File: src/rtl/tsn_sched_pkg.sv
package tsn_sched_pkg;
    typedef enum logic [1:0] {
        MODE_PRIO    = 2'd0,
        MODE_SLOT    = 2'd1,
        MODE_PREEMPT = 2'd2
    } sched_mode_e;

    localparam int unsigned NUM_CLASSES = 4;
    localparam int unsigned CLASS_W     = 2;
endpackage

File: src/rtl/tsn_prio_pick.sv
module tsn_prio_pick #(
    parameter int unsigned N  = 4,
    parameter int unsigned IW = 2
) (
    input  logic [N-1:0]  req_i,
    output logic          vld_o,
    output logic [IW-1:0] idx_o
);
    // Lowest index has the highest priority.
    always_comb begin
        vld_o = 1'b0;
        idx_o = '0;
        for (int i = N - 1; i >= 0; i--) begin
            if (req_i[i]) begin
                vld_o = 1'b1;
                idx_o = IW'(i);
            end
        end
    end
endmodule

File: src/rtl/tsn_slot_gate.sv
module tsn_slot_gate
    import tsn_sched_pkg::*;
#(
    parameter int unsigned NS      = 8,
    parameter int unsigned DW      = 16,
    parameter int unsigned TW      = 32,
    parameter int unsigned GUARD   = 4,
    parameter int unsigned DEF_DUR = 16,
    localparam int unsigned SIW    = (NS > 1) ? $clog2(NS) : 1
) (
    input  logic                   clk_i,
    input  logic                   rst_ni,
    input  logic [TW-1:0]          time_i,
    input  logic                   slot_we_i,
    input  logic [SIW-1:0]         slot_idx_i,
    input  logic [DW-1:0]          slot_dur_i,
    input  logic [NUM_CLASSES-1:0] slot_mask_i,
    input  logic                   last_we_i,
    input  logic [SIW-1:0]         last_i,
    output logic [NUM_CLASSES-1:0] open_o
);
    typedef struct packed {
        logic [SIW-1:0]                        idx;
        logic [DW-1:0]                         left;
        logic [TW-1:0]                         prev;
        logic [SIW-1:0]                        last;
        logic [NS-1:0][DW-1:0]                 dur;
        logic [NS-1:0][NUM_CLASSES-1:0]        mask;
    } gate_st_t;

    gate_st_t st_d, st_q;
    logic [SIW-1:0] nxt;

    function automatic logic [DW-1:0] eff_dur(input logic [DW-1:0] x);
        return (x == '0) ? DW'(1) : x;
    endfunction

    always_comb begin
        st_d      = st_q;
        nxt       = '0;
        st_d.prev = time_i;
        if (slot_we_i) begin
            st_d.dur[slot_idx_i]  = slot_dur_i;
            st_d.mask[slot_idx_i] = slot_mask_i;
        end
        if (last_we_i) begin
            st_d.last = last_i;
            st_d.idx  = '0;
            st_d.left = eff_dur(st_d.dur[0]);
        end else if (time_i != st_q.prev) begin
            if (st_q.left <= DW'(1)) begin
                nxt       = (st_q.idx == st_q.last) ? '0 : st_q.idx + SIW'(1);
                st_d.idx  = nxt;
                st_d.left = eff_dur(st_d.dur[nxt]);
            end else begin
                st_d.left = st_q.left - DW'(1);
            end
        end
    end

    always_ff @(posedge clk_i) begin
        if (!rst_ni) begin
            st_q.idx  <= '0;
            st_q.left <= DW'(DEF_DUR);
            st_q.prev <= '0;
            st_q.last <= SIW'(NS - 1);
            for (int i = 0; i < NS; i++) begin
                st_q.dur[i]  <= DW'(DEF_DUR);
                st_q.mask[i] <= '1;
            end
        end else begin
            st_q <= st_d;
        end
    end

    for (genvar c = 0; c < NUM_CLASSES; c++) begin : g_open
        assign open_o[c] = st_q.mask[st_q.idx][c] && (st_q.left >= DW'(GUARD));
    end

    AST_SLOT_LEFT_NONZERO: assert property (@(posedge clk_i) disable iff (!rst_ni)
        st_q.left != '0);
    AST_SLOT_IDX_IN_RANGE: assert property (@(posedge clk_i) disable iff (!rst_ni)
        st_q.idx <= st_q.last);
    AST_SLOT_RESTART: assert property (@(posedge clk_i) disable iff (!rst_ni)
        last_we_i |=> st_q.idx == '0);
endmodule

File: src/rtl/egress_gate_sched.sv
module egress_gate_sched
    import tsn_sched_pkg::*;
#(
    parameter int unsigned NQ        = 4,
    parameter int unsigned NS        = 8,
    parameter int unsigned DW        = 16,
    parameter int unsigned TW        = 32,
    parameter int unsigned BW        = 16,
    parameter int unsigned GUARD     = 4,
    parameter int unsigned MIN_FRAG  = 64,
    localparam int unsigned QIW      = (NQ > 1) ? $clog2(NQ) : 1,
    localparam int unsigned SIW      = (NS > 1) ? $clog2(NS) : 1
) (
    input  logic                   clk_i,
    input  logic                   rst_ni,
    input  logic [1:0]             mode_i,
    input  logic [NQ-1:0]          pend_i,
    input  logic [CLASS_W*NQ-1:0]  qclass_i,
    input  logic [TW-1:0]          time_i,
    input  logic [BW-1:0]          tx_bytes_i,
    input  logic                   tx_done_i,
    input  logic                   cfg_minlen_we_i,
    input  logic [BW-1:0]          cfg_minlen_i,
    input  logic                   cfg_slot_we_i,
    input  logic [SIW-1:0]         cfg_slot_idx_i,
    input  logic [DW-1:0]          cfg_slot_dur_i,
    input  logic [NUM_CLASSES-1:0] cfg_slot_mask_i,
    input  logic                   cfg_last_we_i,
    input  logic [SIW-1:0]         cfg_last_i,
    output logic [NQ-1:0]          grant_o,
    output logic                   preempt_o
);
    typedef struct packed {
        sched_mode_e    mode;
        logic           own_v;
        logic [QIW-1:0] own_idx;
        logic           sus_v;
        logic [QIW-1:0] sus_idx;
        logic           preempt;
        logic [BW-1:0]  minlen;
    } sched_st_t;

    sched_st_t st_d, st_q;

    logic [NUM_CLASSES-1:0] class_open;
    logic [NQ-1:0] gate_ok, elig, own_bit, sus_bit, lower, new_req, pre_req;
    logic          new_v, pre_v;
    logic [QIW-1:0] new_idx, pre_idx;

    tsn_slot_gate #(
        .NS(NS), .DW(DW), .TW(TW), .GUARD(GUARD)
    ) i_slot_gate (
        .clk_i       (clk_i),
        .rst_ni      (rst_ni),
        .time_i      (time_i),
        .slot_we_i   (cfg_slot_we_i),
        .slot_idx_i  (cfg_slot_idx_i),
        .slot_dur_i  (cfg_slot_dur_i),
        .slot_mask_i (cfg_slot_mask_i),
        .last_we_i   (cfg_last_we_i),
        .last_i      (cfg_last_i),
        .open_o      (class_open)
    );

    for (genvar i = 0; i < NQ; i++) begin : g_queue
        assign gate_ok[i] = class_open[qclass_i[CLASS_W*i +: CLASS_W]];
        assign elig[i]    = (st_q.mode == MODE_SLOT) ? gate_ok[i] : 1'b1;
        assign own_bit[i] = st_q.own_v && (st_q.own_idx == QIW'(i));
        assign sus_bit[i] = st_q.sus_v && (st_q.sus_idx == QIW'(i));
        assign lower[i]   = st_q.own_v && (QIW'(i) < st_q.own_idx);
        assign grant_o[i] = own_bit[i];
    end

    assign new_req = pend_i & elig & ~own_bit & ~sus_bit;
    assign pre_req = pend_i & lower;

    tsn_prio_pick #(.N(NQ), .IW(QIW)) i_pick_new (
        .req_i (new_req), .vld_o (new_v), .idx_o (new_idx)
    );
    tsn_prio_pick #(.N(NQ), .IW(QIW)) i_pick_pre (
        .req_i (pre_req), .vld_o (pre_v), .idx_o (pre_idx)
    );

    always_comb begin
        st_d         = st_q;
        st_d.preempt = 1'b0;
        if (cfg_minlen_we_i) begin
            st_d.minlen = cfg_minlen_i;
        end
        if (!st_q.own_v) begin
            st_d.mode = (mode_i == 2'd3) ? MODE_PRIO : sched_mode_e'(mode_i);
            if (new_v) begin
                st_d.own_v   = 1'b1;
                st_d.own_idx = new_idx;
            end
        end else if (tx_done_i) begin
            if (st_q.sus_v) begin
                st_d.own_idx = st_q.sus_idx;
                st_d.sus_v   = 1'b0;
            end else begin
                st_d.own_v = 1'b0;
            end
        end else if (st_q.mode == MODE_PREEMPT && !st_q.sus_v && pre_v
                     && tx_bytes_i >= st_q.minlen) begin
            st_d.sus_v   = 1'b1;
            st_d.sus_idx = st_q.own_idx;
            st_d.own_idx = pre_idx;
            st_d.preempt = 1'b1;
        end
    end

    always_ff @(posedge clk_i) begin
        if (!rst_ni) begin
            st_q.mode    <= MODE_PRIO;
            st_q.own_v   <= 1'b0;
            st_q.own_idx <= '0;
            st_q.sus_v   <= 1'b0;
            st_q.sus_idx <= '0;
            st_q.preempt <= 1'b0;
            st_q.minlen  <= BW'(MIN_FRAG);
        end else begin
            st_q <= st_d;
        end
    end

    assign preempt_o = st_q.preempt;

    AST_GRANT_ONEHOT: assert property (@(posedge clk_i) disable iff (!rst_ni)
        $onehot0(grant_o));
    AST_GRANT_FROM_PENDING: assert property (@(posedge clk_i) disable iff (!rst_ni)
        $rose(|grant_o) |-> |($past(pend_i) & grant_o));
    AST_PRIO_NO_SWITCH: assert property (@(posedge clk_i) disable iff (!rst_ni)
        ($past(|grant_o) && $past(st_q.mode) == MODE_PRIO && !$past(tx_done_i))
        |-> grant_o == $past(grant_o));
    AST_SLOT_CLASS_OPEN: assert property (@(posedge clk_i) disable iff (!rst_ni)
        ($rose(|grant_o) && $past(st_q.mode) == MODE_SLOT)
        |-> |($past(gate_ok) & grant_o));
    AST_PREEMPT_MODE: assert property (@(posedge clk_i) disable iff (!rst_ni)
        preempt_o |-> st_q.mode == MODE_PREEMPT);
    AST_PREEMPT_MIN_LEN: assert property (@(posedge clk_i) disable iff (!rst_ni)
        preempt_o |-> $past(tx_bytes_i) >= $past(st_q.minlen));
    AST_MODE_HELD_BUSY: assert property (@(posedge clk_i) disable iff (!rst_ni)
        ($past(|grant_o) && (|grant_o)) |-> $stable(st_q.mode));
endmodule

File: config.mk
export PLATFORM = sky130hd
export DESIGN_NAME = egress_gate_sched
export DESIGN_NICKNAME = d
export VERILOG_FILES = /design/src/rtl/tsn_sched_pkg.sv /design/src/rtl/tsn_prio_pick.sv /design/src/rtl/tsn_slot_gate.sv /design/src/rtl/egress_gate_sched.sv
export SDC_FILE = /design/constraint.sdc
export NUM_CORES = 1
export LEC_CHECK = 0
export ABC_AREA = 1
export BUFFER_PORTS_ARGS = -buffer_cell sky130_fd_sc_hd__buf_2
export CORE_ASPECT_RATIO = 1.5
export CORE_UTILIZATION = 35
export CTS_CLUSTER_SIZE = 25
export DETAILED_ROUTE_END_ITERATION = 8
export GPL_TIMING_DRIVEN = 0
export PLACE_DENSITY = 0.64
export REMOVE_ABC_BUFFERS = 1
export SLEW_MARGIN = 5
export SYNTH_ARGS = -nofsm -noshare
export SYNTH_HDL_FRONTEND = slang
export SYNTH_SLANG_ARGS = --single-unit
File: constraint.sdc
create_clock -name clk_i -period 2.5 [get_ports clk_i]
set_clock_uncertainty 0.05 [all_clocks]
set_input_delay 0.125 -clock clk_i [delete_from_list [all_inputs] [get_ports clk_i]]
set_output_delay 0.125 -clock clk_i [all_outputs]
set_load 0.01 [all_outputs]
==> flow_summary.yaml <==
setup_path:
  startpoint: "i_slot_gate.st_q[211]$_SDFFE_PP0P_"
  start_kind: "flip-flop"
  r2r_cells: 20
  cp.arrival_ns: 2.99
  critPathMaxFanout: 8
  reg2reg_to: "i_slot_gate.st_q[195]$_SDFFE_PN0P_"
  regToRegSetupSlack_ns: -0.06
  crit_type: "reg -> reg"
  worstReg2RegStart: "i_slot_gate.st_q[211]$_SDFFE_PP0P_"
  required_ns: 2.93
  endpoint_kind: "flip-flop"
  worstSetupEndpoint: "i_slot_gate.st_q[195]$_SDFFE_PN0P_"
floorplanning:
  fp-row-count: 83
  die_w_um: 155
  fp.coreArea_um2: 34400
  fp.dieH_um: 231
  start_util_pct: 35.6
  io_pins: 115
  dieArea_um2: 35800
timing:
  setup_violations: 1
  rsz0062_at_grt: "true"
  slew_headroom_pct: 36.8
  max_freq_ghz: 0.390
  fin_crit_ns: 2.56
  drv_slew: 0
  fin_crit_sh_pct: 102
  tightest_slew_ns: 0.945
  finalHoldViolCount: 0
  worst_slack_ns: -0.0610
clock_tree:
  cts.reportedPaths.clkPinSlew_ns: 0.07
  insertion_delay_ns: 0.54
  cts_max_level: 1
  cts.path.max_buffers: 3
  cts_root_buf: "clkbuf_16"
  cts_buffers: 24
  clock_sinks: 239
  tritoncts: "built"
outcome:
  violations: "negative setup slack"
  outcome: "finished with violations"
global_route:
  grt_first_pass_wirelength_um: 63500
  grt_max_degree: 89
  grt_use_total_pct: 22.5
  antenna_found_initial: 2
  grt-ovfl-total: 0
  grt_pass1_vias: 12300
drt:
  drc: 0
  drtAntennaViolNets: 0
  wl_per_cell_um: 16.6
  vias_per_cell: 5.13
  drt-pass1-iter-count: 6
  num_vias: 13000
  drt_iter0_drc: 961
  routed_wl_um: 42100
cells_and_area:
  layout_commonest_cell: "nand2_1"
  nets: 2173
  final_cell_mix: "nand2_1 (520), dfxtp_1 (236), nand3_1 (225), nor2_1 (197), inv_1 (191)"
  final_util_pct: 45.4
  stdcell_count: 2529
  drive_gt1_share_pct: 13.9
  n_fill_cell: 3365
  syn2layout_area_growth_pct: 27.4
pwr:
  p_leak_nw: 7.42
  finalPower_w: 0.00957
  power_density_nw_per_um2: 613
  vdd_ir_drop_max_mv: 0.534
placement:
  pre_cts_ws_ns: -3.16
  numPlacedInstances: 2334
  place_congestion: 0.898
  port_buffers: 114
  dpl.hpwl_um: 22200
yosys:
  synthCells: 1855
  avgSynthCellArea_um2: 6.60
  ys_seq_area_share_pct: 39.1
  synth-edff-count: 0
  syn_area_um2: 12200
  synthFlopType: "dfxtp_1"
  ys_types: 43
  ys_ff_latch: 239
  yosys_warnings: 0
  async_flop_share_pct: 0
hold_path:
  hold_class: "in -> reg"
run:
  maxCapViolCount: 0
-- critical path, stage by stage, from the launching register on --
cell	delay [ns]
dfxtp_4	0.46
buf_4	0.15
nand2_1	0.08
nand2_4	0.09
nand3_4	0.15
buf_12	0.22
nand2_4	0.20
nand2_1	0.08
nand3_1	0.07
nand2_1	0.06
nand2_1	0.06
nand2_1	0.11
nor2_1	0.10
nand2_1	0.11
nor2_1	0.12
nand2_1	0.07
nand2_1	0.05
nand2_1	0.04
nand2_1	0.05
nand2_1	0.06
a21oi_1	0.11
-- through the flow --
step           hold slack [ns]  cell area (um^2)  TNS [ns]
2_1_floorplan            0.144             11800    -20.12
3_3_place_gp             0.279             12900   -415.92
3_5_place_dp             0.286             13000    -57.45
4_1_cts                 0.0155             15300   -0.0653
5_1_grt                 0.0782             15600    -0.748
6_report                0.0296             15600   -0.0610
-- worst min-delay path by stage --
stage,startpoint,endpoint,slack [ns],cells past startpoint
after floorplan,rst_ni,i_slot_gate.st_q[116]$_SDFF_PN1_,0.14,1
after global placement,time_i[26],i_slot_gate.st_q[189]$_SDFF_PN0_,0.28,3
after detailed placement,time_i[20],i_slot_gate.st_q[183]$_SDFF_PN0_,0.29,3
after CTS,cfg_last_we_i,i_slot_gate.st_q[199]$_SDFFE_PN1P_,0.02,4
after global routing,cfg_last_we_i,i_slot_gate.st_q[199]$_SDFFE_PN1P_,0.08,4
final,cfg_last_we_i,i_slot_gate.st_q[199]$_SDFFE_PN1P_,0.03,4
-- logic make-up (layout without fill, tap and decap cells) --
family,Yosys count,in the layout,synth area share (%)
xor gates and xnor gates,42,42,3.07
DFF,239,239,39.1
other,0,1,0
AOI/OAI and AO/OA,233,233,11.0
adders and majority gates,20,20,2.04
and+or+nand+nor,1011,1024,34.6
buffers and inverters,310,503,10.3
-- cell usage after synthesis, drive strengths merged (3+ instances only) --
library cell,count,area (um^2)
a21oi,40,200
xnor2,35,314
xor2,7,61.3
ha,20,250
clkbuf,55,206
nor3,8,40.0
o21bai,7,52.6
o21ai,151,831
or2,5,31.3
inv,203,764
dfxtp,239,4780
a211oi,13,97.6
o211ai,7,52.6
nand2,537,2040
clkinv,3,12.5
a31oi,8,50.1
nor2,207,802
nand3,230,1170
buf,49,275
nor4,3,18.8
nand4,18,113
-- cell type report --
class | instances | area, um^2 | area share, %
multi-input combinational | 1319 | 6580 | 42.2
sequential | 239 | 4790 | 30.7
timing repair buffer | 249 | 1960 | 12.5
inverter | 206 | 830 | 5.32
clock buffer | 36 | 727 | 4.66
tap | 467 | 584 | 3.74
clock inverter | 8 | 92.6 | 0.593
timing repair inverter | 4 | 36.3 | 0.233
antenna | 1 | 2.50 | 0.0160
-- routing by layer --
layer  vias up  wire [um]  track usage, %  part of all wire (%)
met2       494      21600            42.4                    51
li1       6296          -               -                     -
met3       159       2490            3.22                   5.9
met5         -         13               0                 0.031
met1      6026      15400            23.1                    37
met4         2       2580            14.3                   6.1
-- report_power, final --
group          internal [W]  switching [W]  leakage, nW
clock               0.00222        0.00160        0.405
combinational      0.000655        0.00103         5.06
sequential          0.00398      0.0000911         1.96
total               0.00685        0.00272         7.42
-- timing repair --
action / in CTS / in global routing
hold endpoints to repair: 129 / 0
gates cloned: 10 / 8
hold buffers: 97 / 0
endpoints found under the setup margin: 22 / 18
pin swaps: 7 / 7
setup buffers: 29 / 6
gates resized for setup: 40 / 30
No activity file was read; power rests on OpenSTA's default activity.
